===== src/rtl/bus_wake_pkg.sv =====
`timescale 1ns/1ps
// Shared definitions for the bus wake-up and chip-select filter block.
// Assumes: nothing beyond IEEE 1800-2017.
package bus_wake_pkg;

    // Synchronizer depth for all asynchronous inputs
    localparam int unsigned SYNC_DEPTH = 2;

    // Bit positions inside the synchronized input vector
    localparam int unsigned IN_BUS   = 0;
    localparam int unsigned IN_PIN   = 1;
    localparam int unsigned IN_CSEL  = 2;
    localparam int unsigned IN_COUNT = 3;

    // Dwell tracker state
    typedef enum logic {
        DW_IDLE = 1'b0,
        DW_HOLD = 1'b1
    } dwell_state_t;

    // Width of a counter that holds values 0 .. lim-1
    function automatic int unsigned cnt_bits(input int unsigned lim);
        return (lim < 2) ? 1 : $clog2(lim);
    endfunction

endpackage


===== src/rtl/wk_sync.sv =====
`timescale 1ns/1ps
// Multi-bit flop chain that brings asynchronous levels into the clock domain.
// Assumes: each bit is an independent level; no bus coherency is implied.
module wk_sync #(
    parameter int unsigned     WIDTH   = 1,
    parameter int unsigned     DEPTH   = 2,
    parameter logic [WIDTH-1:0] RST_VAL = '0
) (
    input  logic             clk,
    input  logic             rst_n,
    input  logic [WIDTH-1:0] async_i,
    output logic [WIDTH-1:0] sync_o
);

    logic [WIDTH-1:0] stage_q [DEPTH];

    generate
        for (genvar s = 0; s < DEPTH; s++) begin : g_stage
            if (s == 0) begin : g_first
                // First stage captures the raw level
                always_ff @(posedge clk) begin
                    if (!rst_n) stage_q[0] <= RST_VAL;
                    else        stage_q[0] <= async_i;
                end
            end else begin : g_next
                // Later stages shift the value along
                always_ff @(posedge clk) begin
                    if (!rst_n) stage_q[s] <= RST_VAL;
                    else        stage_q[s] <= stage_q[s-1];
                end
            end
        end
    endgenerate

    assign sync_o = stage_q[DEPTH-1];

endmodule


===== src/rtl/wk_bus_dwell.sv =====
`timescale 1ns/1ps
// Bus wake qualifier: an edge into the active level, followed by that level
// on DWELL_CYC consecutive samples (the edge sample included), gives one
// pulse on wake_o. Leaving the active level or disarming cancels the count.
// Assumes: lvl_i is already synchronized; its reset value is IDLE_RST.
module wk_bus_dwell
    import bus_wake_pkg::*;
#(
    parameter bit          RISE      = 1'b0,
    parameter int unsigned DWELL_CYC = 2500,
    parameter bit          IDLE_RST  = 1'b1
) (
    input  logic clk,
    input  logic rst_n,
    input  logic arm_i,
    input  logic lvl_i,
    output logic wake_o
);

    localparam logic           ACT  = RISE ? 1'b1 : 1'b0;
    localparam int unsigned    CW   = cnt_bits(DWELL_CYC);
    localparam logic [CW-1:0]  LAST = CW'(DWELL_CYC - 1);
    localparam logic [CW-1:0]  ONE  = CW'(1);

    dwell_state_t   st_q;
    logic [CW-1:0]  cnt_q;
    logic           prev_q;
    logic           wake_q;
    logic           edge_seen;

    // Edge into the active level since the previous sample
    assign edge_seen = (lvl_i == ACT) && (prev_q != ACT);

    // Previous-sample register for edge detection
    always_ff @(posedge clk) begin
        if (!rst_n) prev_q <= IDLE_RST;
        else        prev_q <= lvl_i;
    end

    // Dwell tracker and wake pulse
    always_ff @(posedge clk) begin
        if (!rst_n) begin
            st_q   <= DW_IDLE;
            cnt_q  <= '0;
            wake_q <= 1'b0;
        end else begin
            wake_q <= 1'b0;
            case (st_q)
                DW_IDLE: begin
                    cnt_q <= '0;
                    if (arm_i && edge_seen) begin
                        if (LAST == '0) begin
                            wake_q <= 1'b1;
                        end else begin
                            st_q  <= DW_HOLD;
                            cnt_q <= ONE;
                        end
                    end
                end
                DW_HOLD: begin
                    if (!arm_i || (lvl_i != ACT)) begin
                        st_q  <= DW_IDLE;
                        cnt_q <= '0;
                    end else if (cnt_q == LAST) begin
                        st_q   <= DW_IDLE;
                        cnt_q  <= '0;
                        wake_q <= 1'b1;
                    end else begin
                        cnt_q <= cnt_q + ONE;
                    end
                end
                default: begin
                    st_q  <= DW_IDLE;
                    cnt_q <= '0;
                end
            endcase
        end
    end

    assign wake_o = wake_q;

    // a bus wake is a single-cycle pulse
    p_bus_pulse_r9: assert property (@(posedge clk) disable iff (!rst_n)
        wake_q |=> !wake_q);

    // a bus wake is decided only while armed
    p_bus_armed_r6: assert property (@(posedge clk) disable iff (!rst_n)
        wake_q |-> $past(arm_i));

    // the wake is decided on a sample at the active level
    p_bus_active_r4: assert property (@(posedge clk) disable iff (!rst_n)
        wake_q |-> ($past(lvl_i) == ACT));

    // the dwell counter stays inside its range
    p_no_overflow_r2: assert property (@(posedge clk) disable iff (!rst_n)
        cnt_q <= LAST);

endmodule


===== src/rtl/wk_pin_edge.sv =====
`timescale 1ns/1ps
// Local wake pin detector: a falling edge of the synchronized pin while
// armed gives one pulse on fire_o.
// Assumes: pin_i is synchronized and idles high (pulled up).
module wk_pin_edge (
    input  logic clk,
    input  logic rst_n,
    input  logic arm_i,
    input  logic pin_i,
    output logic fire_o
);

    logic prev_q;
    logic fire_q;

    // Previous pin sample
    always_ff @(posedge clk) begin
        if (!rst_n) prev_q <= 1'b1;
        else        prev_q <= pin_i;
    end

    // Falling-edge pulse, gated by arming
    always_ff @(posedge clk) begin
        if (!rst_n) fire_q <= 1'b0;
        else        fire_q <= arm_i && prev_q && !pin_i;
    end

    assign fire_o = fire_q;

    // a pin wake is a single-cycle pulse
    p_pin_pulse_r9: assert property (@(posedge clk) disable iff (!rst_n)
        fire_q |=> !fire_q);

endmodule


===== src/rtl/wk_hold_filter.sv =====
`timescale 1ns/1ps
// Level debouncer: the output takes a new input value only after the input
// has differed from the output on HOLD_CYC consecutive samples.
// Assumes: in_i is synchronized; HOLD_CYC is at least 1.
module wk_hold_filter
    import bus_wake_pkg::*;
#(
    parameter int unsigned HOLD_CYC = 1250,
    parameter bit          RST_VAL  = 1'b0
) (
    input  logic clk,
    input  logic rst_n,
    input  logic in_i,
    output logic filt_o
);

    localparam int unsigned   CW   = cnt_bits(HOLD_CYC);
    localparam logic [CW-1:0] LAST = CW'(HOLD_CYC - 1);
    localparam logic [CW-1:0] ONE  = CW'(1);

    logic [CW-1:0] cnt_q;
    logic          filt_q;

    // Count samples that disagree with the output; commit on the last one
    always_ff @(posedge clk) begin
        if (!rst_n) begin
            cnt_q  <= '0;
            filt_q <= RST_VAL;
        end else if (in_i == filt_q) begin
            cnt_q <= '0;
        end else if (cnt_q == LAST) begin
            cnt_q  <= '0;
            filt_q <= in_i;
        end else begin
            cnt_q <= cnt_q + ONE;
        end
    end

    assign filt_o = filt_q;

    // the output only ever moves to the value the input was holding
    p_filt_follow_r8: assert property (@(posedge clk) disable iff (!rst_n)
        !$stable(filt_q) |-> (filt_q == $past(in_i)));

    // an agreeing input keeps the output still
    p_filt_hold_r8: assert property (@(posedge clk) disable iff (!rst_n)
        (in_i == filt_q) |=> $stable(filt_q));

    // the filter counter stays inside its range
    p_no_overflow_r8: assert property (@(posedge clk) disable iff (!rst_n)
        cnt_q <= LAST);

endmodule


===== src/rtl/bus_wake_filter.sv =====
`timescale 1ns/1ps
// Top of the wake-up and chip-select filter block. It synchronizes the raw
// inputs, qualifies bus and pin wake-ups while sleep_i is high, and
// debounces chip-select.
// Assumes: sleep_i comes from the same clock domain; durations are in cycles.
module bus_wake_filter
    import bus_wake_pkg::*;
#(
    parameter bit          RISE_WAKE    = 1'b0,
    parameter bit          HAS_WAKE_PIN = 1'b1,
    parameter int unsigned DWELL_CYC    = 2500,
    parameter int unsigned CSEL_CYC     = 1250
) (
    input  logic clk,
    input  logic rst_n,
    input  logic sleep_i,
    input  logic bus_lvl_i,
    input  logic wake_pin_i,
    input  logic csel_raw_i,
    output logic wake_req_o,
    output logic csel_filt_o
);

    localparam logic [IN_COUNT-1:0] SYNC_RST = IN_COUNT'(
        (1 << IN_BUS) | (1 << IN_PIN));

    logic [IN_COUNT-1:0] raw_vec;
    logic [IN_COUNT-1:0] syn_vec;
    logic                bus_fire;
    logic                pin_fire;

    assign raw_vec[IN_BUS]  = bus_lvl_i;
    assign raw_vec[IN_PIN]  = wake_pin_i;
    assign raw_vec[IN_CSEL] = csel_raw_i;

    wk_sync #(
        .WIDTH   (IN_COUNT),
        .DEPTH   (SYNC_DEPTH),
        .RST_VAL (SYNC_RST)
    ) u_sync (
        .clk     (clk),
        .rst_n   (rst_n),
        .async_i (raw_vec),
        .sync_o  (syn_vec)
    );

    wk_bus_dwell #(
        .RISE      (RISE_WAKE),
        .DWELL_CYC (DWELL_CYC),
        .IDLE_RST  (1'b1)
    ) u_dwell (
        .clk    (clk),
        .rst_n  (rst_n),
        .arm_i  (sleep_i),
        .lvl_i  (syn_vec[IN_BUS]),
        .wake_o (bus_fire)
    );

    generate
        if (HAS_WAKE_PIN) begin : g_pin
            wk_pin_edge u_pin (
                .clk    (clk),
                .rst_n  (rst_n),
                .arm_i  (sleep_i),
                .pin_i  (syn_vec[IN_PIN]),
                .fire_o (pin_fire)
            );
        end else begin : g_no_pin
            assign pin_fire = 1'b0;
        end
    endgenerate

    wk_hold_filter #(
        .HOLD_CYC (CSEL_CYC),
        .RST_VAL  (1'b0)
    ) u_csel (
        .clk    (clk),
        .rst_n  (rst_n),
        .in_i   (syn_vec[IN_CSEL]),
        .filt_o (csel_filt_o)
    );

    assign wake_req_o = bus_fire | pin_fire;

    // no wake request appears unless sleep was reported on the deciding edge
    p_wake_in_sleep_r6: assert property (@(posedge clk) disable iff (!rst_n)
        wake_req_o |-> $past(sleep_i));

endmodule


===== config.mk =====
export PLATFORM = sky130hd
export DESIGN_NAME = bus_wake_filter
export DESIGN_NICKNAME = d
export VERILOG_FILES = /design/src/rtl/bus_wake_pkg.sv /design/src/rtl/wk_sync.sv /design/src/rtl/wk_bus_dwell.sv /design/src/rtl/wk_pin_edge.sv /design/src/rtl/wk_hold_filter.sv /design/src/rtl/bus_wake_filter.sv
export SDC_FILE = /design/constraint.sdc
export NUM_CORES = 1
export LEC_CHECK = 0
export ABC_AREA = 0
export CAP_MARGIN = 10
export CORE_MARGIN = 2
export CORE_UTILIZATION = 44
export DETAILED_ROUTE_END_ITERATION = 7
export SYNTH_ARGS = -nofsm -noshare
export SYNTH_HDL_FRONTEND = slang
export SYNTH_SLANG_ARGS = --single-unit

===== constraint.sdc =====
create_clock -name clk -period 1.7 [get_ports clk]
set_input_delay 0.255 -clock clk [delete_from_list [all_inputs] [get_ports clk]]
set_output_delay 0.255 -clock clk [all_outputs]
set_load 0.01 [all_outputs]

==> reports/qor.txt, run 1 <==
status -> complete, no violations
GR Overflow Total -> 0
PnR worst setup slack -> 57.0 ps
Site Rows -> 20
worst min path class -> flip-flop to flip-flop
via count of the first global-routing pass -> 924
# DRC -> 0
total global routing track utilization -> 15.2%
crit path max fanout -> 11
worst r2r src -> u_csel.cnt_q[4]
Crit. End Element -> flip-flop
Via density -> 5.03
max-cap violations -> 0
Most used DFF post-synth -> dfxtp_1
Syn Nets -> 153
post-route minimum period -> 1640 ps
Sink Count -> 35
number of synthesized flops with an enable pin -> 0
Core Region -> 3000 µm²
FF+latch count, synth -> 35
min-delay src -> u_sync.stage_q[0][0]
Root Driver -> clkbuf_4
antenna-violating nets left -> 0
Achievable Freq -> 0.609 GHz
CTS tree -> done
max-slew violation count -> 0
ant diodes -> 0
TritonCTS Buffers -> 5
Arrival @ worst endpoint -> 1880 ps
Fin. Hold Viols -> 0
Crit. Startpoint -> u_csel.cnt_q[4]
Clock Pin Slew Worst Setup and Hold Paths -> 100 ps
Top Ports -> 8
post-route clock period utilization -> 96.6%
ys async rst share -> 0%
DIE HEIGHT -> 59.6 µm
Netlist cell types -> 26
Area Overhead vs Synth -> 15.1%
Mapped Area -> 1360 µm²
first-pass GRT wire length -> 3820 µm
initial core utilization -> 45.3%
H-Tree Depth -> 2
DR iter-0 viols -> 27
commonest non-fill, non-tap cell in the layout -> dfxtp_1
YS warnings -> 0
Synth Instances -> 144
crit start category -> flip-flop
Final setup viols -> 0
TNS Setup -> 0 ps
reg2reg end -> u_csel.cnt_q[5]
GP Congestion -> 0.761
R2R Setup Slk -> 60 ps
Die W -> 59.6 µm
headroom to the max-slew limit -> 76.5%
Clock Skew -> 8.60 ps
required time worst endpoint -> 1940 ps
Tightest Pin Transition -> 348 ps
PwrDens -> 879 nW/µm²
RSZ-0062 raised after global routing -> false
fin nets -> 168
sequential area share after synthesis -> 51.5%
Leak -> 0.000576 µW
clock buffer depth -> 2
dpl ws -> 14.1 ps
DR WL/cell -> 11.2 µm
layout cell share with drive strength beyond 1 -> 9.38%
CP Capture Point -> u_csel.cnt_q[5]
drt total wl -> 2160 µm
crit path kind -> flip-flop to flip-flop
PortBufs -> 7
Die ar. -> 3550 µm²
Worst Reg2Reg Path Length in Cells -> 4
via total after detailed routing -> 970
drt pass-1 iters -> 4
# fillers -> 278
# hold bufs at CTS -> 0
commonest cells after routing, fill and taps aside -> dfxtp_1 (35), nor2_1 (28), xor2_1 (12)
HPWL after DPL -> 1570 µm
syn avg cell area -> 9.45 µm²
Max VDD drop -> 575 µV
largest net degree at the start of global routing -> 12
worst skew pair latency -> 340 ps
antenna violations before repair -> 0
==> layer usage <==
metal	vias up	track usage (%)	part of all wire, %
met4	0	10.5	2.6
met5	-	0	0
met1	442	17.9	47
li1	497	-	-
met2	26	23.1	45
met3	5	5.24	4.7
==> cells in the mapped netlist, drive strengths merged, types with 2 or more instances <==
| master | instances | share of area, % |
|---|---|---|
| and2 | 3 | 1.4 |
| nor2b | 2 | 0.92 |
| xor2 | 12 | 7.7 |
| nor4 | 2 | 0.92 |
| clkbuf | 3 | 0.83 |
| nor3 | 2 | 0.74 |
| nor2 | 28 | 7.7 |
| nand2 | 9 | 2.5 |
| nand2b | 7 | 3.2 |
| nand4 | 4 | 1.8 |
| dfxtp | 35 | 51 |
| nand3 | 10 | 4.0 |
| ha | 3 | 2.8 |
| nor4bb | 2 | 1.5 |
| xnor2 | 8 | 5.1 |
| and4 | 2 | 1.3 |
| inv | 4 | 1.1 |
==> state kept, by name, indices dropped and copies added, names as in the netlist <==
name and flops:
u_dwell.prev_q 1, u_dwell.cnt_q 12, u_sync.stage_q 6, u_dwell.st_q 1, u_dwell.wake_o 1, g_pin.u_pin.fire_o 1
u_csel.filt_o 1, u_csel.cnt_q 11, g_pin.u_pin.prev_q 1
==> report_power, final <==
part           switching, µW  internal, µW
combinational           12.6          20.3
clock                    268           243
sequential              3.78           829
==> kinds of logic after synthesis <==
logic type,Yosys count,share of synthesized area (%)
XOR/XNOR,20,12.9
AO/OA/AOI/OAI,1,0.367
adder cells (fa/ha/maj),3,2.76
buffers and inverters,8,2.76
flip-flops,35,51.5
AND/OR/NAND/NOR,76,29.0
multiplexers,1,0.735
==> worst max-delay path: stages, from the launching register on <==
cell     delay [ps]
dfxtp_1         350
or3_1           370
or4b_4          580
nand3_4         170
nor2_1           70
==> final cells by class <==
type	instances	area [µm²]	share of cell area, %
clock buffers	8	68.8	4.39
inverters	4	15.0	0.958
multi-input cells	101	631	40.3
flip-flops and latches	35	701	44.7
well taps	33	41.3	2.64
repair buffers	12	110	7.03
==> repair_timing <==
action	4_1_cts	5_1_grt
setup buffers	0	0
setup endpoints to repair	0	12
endpoints found under the hold margin	0	0
gates resized for setup	0	2
==> worst min path at each step <==
| stage | cells after the start | end |
|---|---|---|
| 6_report | 1 | u_sync.stage_q[1][0] |
| 3_5_place_dp | 1 | u_sync.stage_q[1][1] |
| 3_3_place_gp | 1 | u_sync.stage_q[1][1] |
| 2_1_floorplan | 1 | g_pin.u_pin.prev_q |
| 4_1_cts | 1 | u_sync.stage_q[1][1] |
| 5_1_grt | 1 | u_sync.stage_q[1][0] |
==> stage by stage <==
step                util (%)  instances  power [µW]  instance area, µm²  hold slack [ps]
CTS                     51.8        193        1390                1560              429
floorplan                  -        144         867                1360              350
finish                  52.2        193        1380                1570              422
global route            52.2        193        1440                1570              448
detailed placement      49.5        185         885                1490              402
global placement        49.5        185         883                1490              393
Note: power is estimated with default switching activity, not from simulation.
==> run 2, diff against run 1 <==
Settings changed: CTS_CLUSTER_SIZE set to 20, SLEW_MARGIN set to 15.
==> results of run 2 <==
No change in the layout: final DEF, timing and power equal those of run 1.
==> run 3, diff against run 2 <==
Settings changed: CORE_UTILIZATION 44 to 56, CTS_BUF_LIST set to sky130_fd_sc_hd__clkbuf_4 sky130_fd_sc_hd__clkbuf_8 sky130_fd_sc_hd__clkbuf_16, PLACE_DENSITY set to 0.76.
==> run 3 against run 2 <==
Net effect: first-iteration DRC count shrank 33%; sequential share of layout area grew 0.54 points; design area is 1.2% lower; via count down 3.0%; largest cell class unchanged.
==> reports/qor.txt, run 3 (synthesis gave the netlist of run 1 again) <==
max-cap violations -> 0 (unchanged)
initial core utilization -> 60.4% (+15 points)
dpl ws -> 31.8 ps (+17.7 ps)
Arrival @ worst endpoint -> 1840 ps (-40 ps)
Area Overhead vs Synth -> 13.7%
layout cell share with drive strength beyond 1 -> 9.43% (+0.059 points)
TritonCTS Buffers -> 5 (unchanged)
Largest Register -> u_dwell.cnt_q
H-Tree Depth -> 2 (unchanged)
drt pass-1 iters -> 4 (unchanged)
total global routing track utilization -> 19.5% (+4.4 points)
via count of the first global-routing pass -> 919 (-0.54%)
Cell Count, Final, Fillers Out -> 187 (-3.1%)
PortBufs -> 7 (unchanged)
worst min path class -> flip-flop to flip-flop
clock buffer depth -> 2 (unchanged)
placed cell areas -> 1480 µm² (-0.42%)
first-pass GRT wire length -> 3750 µm (-1.8%)
Achievable Freq -> 0.618 GHz (+1.6%)
postcts setup bufs -> 0 (unchanged)
GR Overflow Total -> 0 (unchanged)
fin nets -> 168 (unchanged)
CTS tree -> done
HPWL after DPL -> 1560 µm (-0.25%)
Top Ports -> 8 (unchanged)
commonest non-fill, non-tap cell in the layout -> dfxtp_1
DR WL/cell -> 11.3 µm (+0.54%)
status -> complete, no violations
headroom to the max-slew limit -> 74.3% (-2.1 points)
Leak -> 0.000572 µW (-0.77%)
crit start category -> flip-flop
DIE HEIGHT -> 53.3 µm (-11%)
TNS Setup -> 0 ps (unchanged)
Die W -> 53.3 µm (-11%)
antenna violations before repair -> 0 (unchanged)
Max VDD drop -> 949 µV (+65%)
Root Driver -> clkbuf_4
crit path max fanout -> 11 (unchanged)
Largest register FFs -> 12 (unchanged)
DR iter-0 viols -> 18 (-33%)
via total after detailed routing -> 941 (-3.0%)
Clock Pin Slew Worst Setup and Hold Paths -> 90 ps (about the same)
fin area -> 1550 µm² (-1.2%)
antenna-violating nets left -> 0 (unchanged)
drt total wl -> 2110 µm (-2.6%)
Post-CTS Resized -> 0 (unchanged)
PwrDens -> 846 nW/µm² (-3.8%)
GP Congestion -> 0.730 (-4.0%)
post-route minimum period -> 1620 ps (-25.5 ps)
Clock Skew -> 11.9 ps (+3.27 ps)
Crit. End Element -> flip-flop
Final setup viols -> 0 (unchanged)
ant diodes -> 0 (unchanged)
biggest regs -> u_dwell.cnt_q (12), u_csel.cnt_q (11), u_sync.stage_q (6)
commonest cells after routing, fill and taps aside -> dfxtp_1 (35), nor2_1 (28), xor2_1 (12)
Site Rows -> 17 (-15%)
Core Region -> 2250 µm² (-25%)
post-route clock period utilization -> 95.1% (-1.5 points)
required time worst endpoint -> 1930 ps (about the same)
# hold bufs at CTS -> 0 (unchanged)
worst skew pair latency -> 340 ps (about the same)
Fin. Hold Viols -> 0 (unchanged)
Tightest Pin Transition -> 380 ps (+31.5 ps)
Sink Count -> 35 (unchanged)
# DRC -> 0 (unchanged)
Via density -> 5.03 (+0.12%)
max-slew violation count -> 0 (unchanged)
PnR worst setup slack -> 82.5 ps (+25.5 ps)
largest net degree at the start of global routing -> 12 (unchanged)
RSZ-0062 raised after global routing -> false
placed instance count -> 180 (-2.7%)
post-layout util -> 68.6% (+16 points)
Die ar. -> 2840 µm² (-20%)
crit path kind -> flip-flop to flip-flop
-- run 3: path summary, 6_finish.rpt --
path	slack (ps)	start	depth (start not counted)	endpoint
max	80	u_csel.cnt_q[4]	4	u_csel.cnt_q[4]
min	420	u_sync.stage_q[0][0]	1	u_sync.stage_q[1][0]
max reg2reg	80	u_csel.cnt_q[4]	4	u_csel.cnt_q[4]
min reg2reg	420	u_sync.stage_q[0][0]	1	u_sync.stage_q[1][0]
-- run 3: power breakdown --
part	leakage [µW]	internal [µW]	total [µW]	switching [µW]
Clock	0.0000341	191	443	252
Sequential	0.000284	829	833	3.85
Combinational	0.000254	20.3	32.7	12.4
Total	0.000572	1040	1310	268
-- run 3: per-stage QoR --
step / hold slack [ps] / total power [µW]
final: 421 / 1310
after global routing: 442 / 1370
after global placement: 390 / 883
after floorplan: 350 / 867
after CTS: 428 / 1330
after detailed placement: 402 / 885
-- run 3: metal layers --
metal	GRT usage (%)	wire length [µm]	vias to the layer above	part of all wire, %
met5	0	0	-	0
li1	-	-	503	-
met2	32.1	1010	13	48
met1	19.9	953	420	45
met4	11.5	45	0	2.1
met3	9.32	96	5	4.6
-- run 3: layout make-up --
cell class | instances | area (µm²)
Sequential cell | 35 | 701
Clock inverter | 1 | 5.00
Inverter | 4 | 15.0
Multi-Input combinational cell | 101 | 631
Clock buffer | 6 | 51.3
Tap cell | 28 | 35.0
Timing Repair Buffer | 12 | 110
Fill cell | 201 | 707
-- run 3: critical path, stage by stage (launching register included) --
cell	delay [ps]
dfxtp_1	340
or3_1	370
or4b_4	570
nand3_4	160
nor2_1	70
